### src/rtl/txr_pkg.sv
package txr_pkg;
   timeunit 1ns; timeprecision 100ps;

   // flag word bit positions (software decodes these)
   localparam int unsigned OWN_BIT = 31;
   localparam int unsigned SOP_BIT = 30;
   localparam int unsigned EOP_BIT = 29;

   // register selects
   localparam logic [1:0] RA_PEND = 2'd0;
   localparam logic [1:0] RA_CFG  = 2'd1;
   localparam logic [1:0] RA_PTR  = 2'd2;
   localparam logic [1:0] RA_SIZE = 2'd3;

   typedef enum logic [2:0] {
      W_IDLE, W_RDF, W_CHK, W_ADR, W_CMD, W_WB
   } walk_state_t;
endpackage

### src/rtl/txr_regs.sv
module txr_regs
   import txr_pkg::*;
#(
   parameter int unsigned DATA_W = 32,
   parameter int unsigned BASE_W = 21,
   parameter int unsigned DISP_W = 8,
   parameter int unsigned SIZE_W = 4,
   localparam int unsigned PTR_W = BASE_W + DISP_W
) (
   input  logic              clk,
   input  logic              rst_n,
   input  logic              reg_wr,
   input  logic [1:0]        reg_addr,
   input  logic [DATA_W-1:0] reg_wdata,
   output logic [DATA_W-1:0] reg_rdata,
   input  logic              pend_ack_i,
   input  logic [DISP_W-1:0] disp_i,
   output logic              pend_o,
   output logic              dma_en_o,
   output logic              drain_o,
   output logic [BASE_W-1:0] base_o,
   output logic [SIZE_W-1:0] size_o,
   output logic              ptr_load_o,
   output logic [DISP_W-1:0] ptr_disp_o
);
   timeunit 1ns; timeprecision 100ps;

   generate
      if (PTR_W >= DATA_W) begin : g_bad_ptr
         $error("pointer field does not fit the data word");
      end
   endgenerate

   logic pend_q, en_q, drain_q;
   logic [BASE_W-1:0] base_q;
   logic [SIZE_W-1:0] size_q;
   logic set_pend;
   logic unused_wbits;

   assign unused_wbits = ^reg_wdata[DATA_W-1:PTR_W];
   assign set_pend     = reg_wr && (reg_addr == RA_PEND) && reg_wdata[0];
   assign ptr_load_o   = reg_wr && (reg_addr == RA_PTR);
   assign ptr_disp_o   = reg_wdata[DISP_W-1:0];

   always_ff @(posedge clk or negedge rst_n) begin
      if (!rst_n) begin
         pend_q  <= 1'b0;
         en_q    <= 1'b0;
         drain_q <= 1'b0;
         base_q  <= '0;
         size_q  <= '0;
      end else begin
         // a new command in the acceptance cycle is not lost
         pend_q <= (pend_q && !pend_ack_i) || set_pend;
         if (reg_wr && reg_addr == RA_CFG) begin
            en_q    <= reg_wdata[0];
            drain_q <= reg_wdata[1];
         end
         if (ptr_load_o)
            base_q <= reg_wdata[PTR_W-1:DISP_W];
         if (reg_wr && reg_addr == RA_SIZE)
            size_q <= reg_wdata[SIZE_W-1:0];
      end
   end

   always_comb begin
      case (reg_addr)
         RA_PEND: reg_rdata = DATA_W'(pend_q);
         RA_CFG:  reg_rdata = DATA_W'({drain_q, en_q});
         RA_PTR:  reg_rdata = DATA_W'({base_q, disp_i});
         default: reg_rdata = DATA_W'(size_q);
      endcase
   end

   assign pend_o   = pend_q;
   assign dma_en_o = en_q;
   assign drain_o  = drain_q;
   assign base_o   = base_q;
   assign size_o   = size_q;
endmodule

### src/rtl/txr_walker.sv
module txr_walker
   import txr_pkg::*;
#(
   parameter int unsigned DATA_W  = 32,
   parameter int unsigned CNT_W   = 14,
   parameter int unsigned BASE_W  = 21,
   parameter int unsigned DISP_W  = 8,
   parameter int unsigned SIZE_W  = 4,
   parameter int unsigned STEP_LG = 4,
   localparam int unsigned MEM_AW = BASE_W + DISP_W + 1
) (
   input  logic              clk,
   input  logic              rst_n,
   input  logic              pend_i,
   input  logic              dma_en_i,
   input  logic [BASE_W-1:0] base_i,
   input  logic [SIZE_W-1:0] size_i,
   input  logic              ptr_load_i,
   input  logic [DISP_W-1:0] ptr_disp_i,
   output logic              pend_ack_o,
   output logic [DISP_W-1:0] disp_o,
   output logic              mem_req,
   output logic              mem_we,
   output logic [MEM_AW-1:0] mem_addr,
   output logic [DATA_W-1:0] mem_wdata,
   input  logic [DATA_W-1:0] mem_rdata,
   output logic              cmd_valid,
   input  logic              cmd_ready,
   output logic [DATA_W-1:0] cmd_addr,
   output logic [CNT_W-1:0]  cmd_len,
   output logic              cmd_sop,
   output logic              cmd_eop,
   output logic              run_end_o,
   output logic              miss_eop_o
);
   timeunit 1ns; timeprecision 100ps;

   generate
      if (SIZE_W + STEP_LG > DISP_W) begin : g_bad_ring
         $error("largest ring exceeds the displacement range");
      end
      if (DATA_W < 32 || CNT_W > EOP_BIT) begin : g_bad_flags
         $error("flag word layout does not fit");
      end
   endgenerate

   walk_state_t st_q;
   logic [DISP_W-1:0] disp_q, disp_last, disp_nxt;
   logic [DISP_W:0]   ent_cnt;
   logic [DATA_W-1:0] flags_q, baddr_q;
   logic did_q, inpkt_q, stop;
   logic [DATA_W-1:0] own_mask;

   assign own_mask  = DATA_W'(1) << OWN_BIT;
   assign ent_cnt   = ((DISP_W+1)'(size_i) + (DISP_W+1)'(1)) << STEP_LG;
   assign disp_last = DISP_W'(ent_cnt - (DISP_W+1)'(1));
   assign disp_nxt  = (disp_q == disp_last) ? '0 : disp_q + DISP_W'(1);

   assign stop       = (st_q == W_CHK) && !mem_rdata[OWN_BIT];
   assign run_end_o  = stop && did_q;
   assign miss_eop_o = stop && inpkt_q;
   assign pend_ack_o = (st_q == W_IDLE) && pend_i && dma_en_i;

   assign mem_req   = (st_q == W_RDF) || (st_q == W_WB) ||
                      ((st_q == W_CHK) && mem_rdata[OWN_BIT]);
   assign mem_we    = (st_q == W_WB);
   assign mem_addr  = {base_i, disp_q, (st_q == W_CHK)};
   assign mem_wdata = flags_q & ~own_mask;

   assign cmd_valid = (st_q == W_CMD);
   assign cmd_addr  = baddr_q;
   assign cmd_len   = flags_q[CNT_W-1:0];
   assign cmd_sop   = flags_q[SOP_BIT];
   assign cmd_eop   = flags_q[EOP_BIT];
   assign disp_o    = disp_q;

   always_ff @(posedge clk or negedge rst_n) begin
      if (!rst_n) begin
         st_q    <= W_IDLE;
         disp_q  <= '0;
         flags_q <= '0;
         baddr_q <= '0;
         did_q   <= 1'b0;
         inpkt_q <= 1'b0;
      end else begin
         case (st_q)
            W_IDLE: if (pend_ack_o) begin
               st_q  <= W_RDF;
               did_q <= 1'b0;
            end
            W_RDF: st_q <= W_CHK;
            W_CHK: if (mem_rdata[OWN_BIT]) begin
               flags_q <= mem_rdata;
               st_q    <= W_ADR;
            end else begin
               inpkt_q <= 1'b0;
               st_q    <= W_IDLE;
            end
            W_ADR: begin
               baddr_q <= mem_rdata;
               st_q    <= (flags_q[CNT_W-1:0] != '0) ? W_CMD : W_WB;
            end
            W_CMD: if (cmd_ready) st_q <= W_WB;
            W_WB: begin
               disp_q  <= disp_nxt;
               did_q   <= 1'b1;
               inpkt_q <= !flags_q[EOP_BIT];
               st_q    <= dma_en_i ? W_RDF : W_IDLE;
            end
            default: st_q <= W_IDLE;
         endcase
         if (ptr_load_i)
            disp_q <= ptr_disp_i;
      end
   end
endmodule

### src/rtl/txr_events.sv
module txr_events (
   input  logic clk,
   input  logic rst_n,
   input  logic run_end_i,
   input  logic miss_eop_i,
   input  logic drain_i,
   input  logic fifo_empty,
   output logic all_done,
   output logic eop_err
);
   timeunit 1ns; timeprecision 100ps;

   logic arm_q, err_q;

   assign all_done = arm_q && (!drain_i || fifo_empty);
   assign eop_err  = err_q;

   always_ff @(posedge clk or negedge rst_n) begin
      if (!rst_n) begin
         arm_q <= 1'b0;
         err_q <= 1'b0;
      end else begin
         arm_q <= (arm_q && !all_done) || run_end_i;
         err_q <= miss_eop_i;
      end
   end
endmodule

### src/rtl/txring_engine.sv
module txring_engine
   import txr_pkg::*;
#(
   parameter int unsigned DATA_W  = 32,
   parameter int unsigned CNT_W   = 14,
   parameter int unsigned BASE_W  = 21,
   parameter int unsigned DISP_W  = 8,
   parameter int unsigned SIZE_W  = 4,
   parameter int unsigned STEP_LG = 4,
   localparam int unsigned MEM_AW = BASE_W + DISP_W + 1
) (
   input  logic              clk,
   input  logic              rst_n,
   input  logic              reg_wr,
   input  logic [1:0]        reg_addr,
   input  logic [DATA_W-1:0] reg_wdata,
   output logic [DATA_W-1:0] reg_rdata,
   output logic              mem_req,
   output logic              mem_we,
   output logic [MEM_AW-1:0] mem_addr,
   output logic [DATA_W-1:0] mem_wdata,
   input  logic [DATA_W-1:0] mem_rdata,
   output logic              cmd_valid,
   input  logic              cmd_ready,
   output logic [DATA_W-1:0] cmd_addr,
   output logic [CNT_W-1:0]  cmd_len,
   output logic              cmd_sop,
   output logic              cmd_eop,
   input  logic              fifo_empty,
   output logic              all_done,
   output logic              eop_err
);
   timeunit 1ns; timeprecision 100ps;

   logic pend, pend_ack, dma_en, cfg_drain, ptr_load, run_end, miss_eop;
   logic [BASE_W-1:0] base;
   logic [SIZE_W-1:0] size;
   logic [DISP_W-1:0] disp, ptr_disp;

   txr_regs #(
      .DATA_W(DATA_W), .BASE_W(BASE_W), .DISP_W(DISP_W), .SIZE_W(SIZE_W)
   ) u_regs (
      .clk(clk), .rst_n(rst_n), .reg_wr(reg_wr), .reg_addr(reg_addr),
      .reg_wdata(reg_wdata), .reg_rdata(reg_rdata), .pend_ack_i(pend_ack),
      .disp_i(disp), .pend_o(pend), .dma_en_o(dma_en), .drain_o(cfg_drain),
      .base_o(base), .size_o(size), .ptr_load_o(ptr_load), .ptr_disp_o(ptr_disp)
   );

   txr_walker #(
      .DATA_W(DATA_W), .CNT_W(CNT_W), .BASE_W(BASE_W), .DISP_W(DISP_W),
      .SIZE_W(SIZE_W), .STEP_LG(STEP_LG)
   ) u_walk (
      .clk(clk), .rst_n(rst_n), .pend_i(pend), .dma_en_i(dma_en),
      .base_i(base), .size_i(size), .ptr_load_i(ptr_load), .ptr_disp_i(ptr_disp),
      .pend_ack_o(pend_ack), .disp_o(disp), .mem_req(mem_req), .mem_we(mem_we),
      .mem_addr(mem_addr), .mem_wdata(mem_wdata), .mem_rdata(mem_rdata),
      .cmd_valid(cmd_valid), .cmd_ready(cmd_ready), .cmd_addr(cmd_addr),
      .cmd_len(cmd_len), .cmd_sop(cmd_sop), .cmd_eop(cmd_eop),
      .run_end_o(run_end), .miss_eop_o(miss_eop)
   );

   txr_events u_evt (
      .clk(clk), .rst_n(rst_n), .run_end_i(run_end), .miss_eop_i(miss_eop),
      .drain_i(cfg_drain), .fifo_empty(fifo_empty), .all_done(all_done),
      .eop_err(eop_err)
   );
endmodule

### config.mk
export PLATFORM = sky130hd
export DESIGN_NAME = txring_engine
export DESIGN_NICKNAME = d
export VERILOG_FILES = /design/src/rtl/txr_pkg.sv /design/src/rtl/txr_regs.sv /design/src/rtl/txr_walker.sv /design/src/rtl/txr_events.sv /design/src/rtl/txring_engine.sv
export SDC_FILE = /design/constraint.sdc
export NUM_CORES = 1
export LEC_CHECK = 0
export BUFFER_PORTS_ARGS = -buffer_cell sky130_fd_sc_hd__buf_2
export CAP_MARGIN = 40
export CORE_MARGIN = 3
export CORE_UTILIZATION = 48
export DETAILED_ROUTE_END_ITERATION = 12
export GPL_TIMING_DRIVEN = 0
export HOLD_SLACK_MARGIN = 0.05
export PLACE_DENSITY = 0.8
export SYNTH_ARGS = -nofsm -noshare
export SYNTH_HDL_FRONTEND = slang
export SYNTH_HIERARCHICAL = 1
export SYNTH_SLANG_ARGS = --single-unit
### constraint.sdc
create_clock -name clk -period 2.9 [get_ports clk]
set_input_delay 0.145 -clock clk [delete_from_list [all_inputs] [get_ports clk]]
set_output_delay 0.145 -clock clk [all_outputs]
set_load 0.005 [all_outputs]
==> results.sh <==
export IMPL_outcome="finished clean"
export IMPL_setup_violations=0
export IMPL_vdd_drop_max_mv=0.6438
export IMPL_period_share=0.7896
export IMPL_tritoncts="built"
export IMPL_io_buffers=204
export IMPL_syn_area_per_cell_um2=12.40
export IMPL_cts_clk_slew_worst_paths_ps=100
export IMPL_synth_seq_cells=106
export IMPL_fin_tns_setup_ps=0
export IMPL_utilization=0.6923
export IMPL_grt_pass1_vias=4117
export IMPL_synth_most_common_cell="dfrtp_1"
export IMPL_stdcell_count=839
export IMPL_fmax_ghz=0.4367
export IMPL_num_io_pins=218
export IMPL_yosysWarnings=6
export IMPL_start_util=0.4998
export IMPL_pre_cts_slack_ps=655.1
export IMPL_hold_viol_final=0
export IMPL_drive_gt1_frac=0.5505
export IMPL_slew_headroom=0.6010
export IMPL_dp_cells=763
export IMPL_fp_dieH_um=110.1
export IMPL_crit_path_cell_trace="ha_1 > nand3_2 > or3b_1 > or4b_1 > buf_2 > nand2_1 > o211ai_1"
export IMPL_p_total_mw=5.803
export IMPL_die_area_um2=12130
export IMPL_power_density_nw_per_um2=804.8
export IMPL_clk_latency_ps=360
export IMPL_p_leak_nw=3.648
export IMPL_grt_ovfl_total=0
export IMPL_ant_nets=0
export IMPL_worstPathArrival_ps=2520
export IMPL_grt_start_max_net_pins=62
export IMPL_crit_buf_inv=1
export IMPL_wl_per_cell_um=16.69
export IMPL_crit_required_ps=3130
export IMPL_grt_pass1_wl_mm=20.93
export IMPL_endpoint_kind="flop"
export IMPL_numCtsBuffers=9
export IMPL_synthDistinctLibCells=50
export IMPL_rows=37
export IMPL_dr_pass1_iters=4
export IMPL_drc=0
export IMPL_fp_dieW_um=110.1
export IMPL_cts_resized=0
export IMPL_synth_area_um2=5206
export IMPL_synthTopCellsByCount="dfrtp_1 (106), mux2_2 (71), buf_4 (57)"
export IMPL_synthCells=420
export IMPL_htree_levels=3
export IMPL_startpoint_type="flop"
export IMPL_critPathMaxStageDelay_ps=490
export IMPL_critPathTopFamily="simple AND/OR/NAND/NOR gates"
export IMPL_antenna_found_initial=0
export IMPL_num_antenna_cells=0
export IMPL_async_flop_share=1.000
export IMPL_vias=4230
export IMPL_synth_flop_cell="dfrtp_1"
export IMPL_finalMaxSlewViolations=0
export IMPL_nets=771
export IMPL_drtIter0Drc=183
export IMPL_ys_top_cells_by_area="dfrtp_1 (51%), mux2_2 (15%), buf_4 (8.2%), mux2_4 (5.5%), and2_1 (3.4%)"
export IMPL_vias_per_cell=5.042
export IMPL_totalWireLength_mm=14.01
export IMPL_min_period_ps=2290
export IMPL_hpwlAfterDp_mm=9.600
export IMPL_clockBufferDepth=2
export IMPL_rsz0062_at_grt="false"
export IMPL_yosysTopAreaCellShare=0.5095
export IMPL_yosysTopAreaCell="dfrtp_1"
export IMPL_gp_congestion=0.8166
export IMPL_critPathMaxFanout=6
export IMPL_numClockSinks=106
export IMPL_ys_seq_area_frac=0.5095
export IMPL_grt_usage=0.2260
export IMPL_max_cap_violations=0
export IMPL_worst_slack_ps=610.3
export IMPL_skew_ps=10.48
export IMPL_synth_edf_count=0
export IMPL_root_buffer="clkbuf_8"
export IMPL_core_area_um2=10420
export IMPL_area_growth_pct=38.50
export IMPL_crit_type="reg -> reg"
export IMPL_worst_slew_pin_slew_ps=598.5
export IMPL_hp_class="in -> reg"
export IMPL_crit_path_top_delay_cell="or4b_1"
[placed cells by master (no fill, tap or decap), types with 5 or more instances in the layout]
| cell type | n |
|---|---|
| a21oi_1 | 8 |
| and2_1 | 28 |
| buf_2 | 209 |
| buf_4 | 58 |
| clkbuf_1 | 9 |
| clkbuf_8 | 9 |
| dfrtp_1 | 106 |
| dlygate4sd3_1 | 60 |
| inv_1 | 6 |
| mux2_2 | 71 |
| mux2_4 | 19 |
| nand2_1 | 18 |
| nand3_1 | 5 |
| nor2b_1 | 7 |
| nor3_1 | 6 |
| nor4_1 | 5 |
| o21ai_0 | 5 |
[final timing paths]
check                           cells after the start                         start                               to  slack (ps)
max in group asynchronous                           3                         rst_n  u_walk/cmd_addr[12]$_DFFE_PN0P_        1860
worst min-delay path                                2                  reg_wdata[0]     u_regs/size_o[0]$_DFFE_PN0P_          70
worst max-delay path                                7  u_walk/disp_o[0]$_DFFE_PN0P_     u_walk/disp_o[6]$_DFFE_PN0P_         610
worst min register to register                      1         u_evt/arm_q$_DFF_PN0_            u_evt/arm_q$_DFF_PN0_         500
min in group asynchronous                           2                         rst_n     u_regs/base_o[8]$_DFFE_PN0P_         330
worst max register to register                      7  u_walk/disp_o[0]$_DFFE_PN0P_     u_walk/disp_o[6]$_DFFE_PN0P_         610
[state kept, by name, indices dropped and copies added, names as in the netlist]
signal and count:
u_evt/arm_q 1, u_evt/eop_err 1, u_regs/base_o 21, u_regs/dma_en_o 1, u_regs/drain_o 1, u_regs/pend_o 1, u_regs/size_o 4, u_walk/cmd_addr 32
u_walk/did_q 1, u_walk/disp_o 8, u_walk/flags_q 31, u_walk/inpkt_q 1, u_walk/st_q 3
[cell type report]
class                   instances  area (um^2)
well taps                     136        170.2
fillers                       731         3206
flip-flops and latches        106         2653
multi-input cells             232         1999
clock inverters                 7        51.30
inverters                       7        26.28
repair buffers                265         1652
clock buffers                   9        123.9
plain buffers                  77        535.5
[routing by layer]
| layer | track usage | wire length (um) | part of all wire | vias up |
|---|---|---|---|---|
| met5 | 0 | 0 | 0 | - |
| met4 | 0.07564 | 266 | 0.019 | 0 |
| met3 | 0.05591 | 1250 | 0.089 | 25 |
| met2 | 0.3943 | 7047 | 0.50 | 214 |
| met1 | 0.2739 | 5440 | 0.39 | 2058 |
| li1 | - | - | - | 1933 |
[repair_timing]
| action | in CTS | in global routing |
|---|---|---|
| hold buffers | 60 | 0 |
| hold endpoints to repair | 136 | 0 |
| setup buffers | 0 | 0 |
[stage by stage]
step | instance area (um^2) | hold WS (ps)
after floorplan | 5214 | -150.6
final | 7211 | 73.90
after CTS | 7211 | 55.39
after detailed placement | 6435 | 184.3
after global placement | 6405 | 362.8
after global routing | 7211 | 56.62
[cell families (layout without fill, tap and decap cells)]
group,count (synthesis),in the layout,share of synthesized area
flip-flops,106,106,0.5095
multiplexers,96,96,0.2225
AND/OR/NAND/NOR,95,95,0.1089
buffers and inverters,84,365,0.1079
AO/OA/AOI/OAI,30,30,0.03653
XOR/XNOR,5,5,0.008413
adder cells (fa/ha/maj),2,2,0.004806
other,2,4,0.001442
[where the power goes]
| group | internal (mW) | switching, mW |
|---|---|---|
| Clock | 0.317 | 0.508 |
| Sequential | 2.07 | 0.457 |
| Combinational | 1.47 | 0.979 |
| Total | 3.86 | 1.94 |
Note: power is estimated with default switching activity, not from simulation.
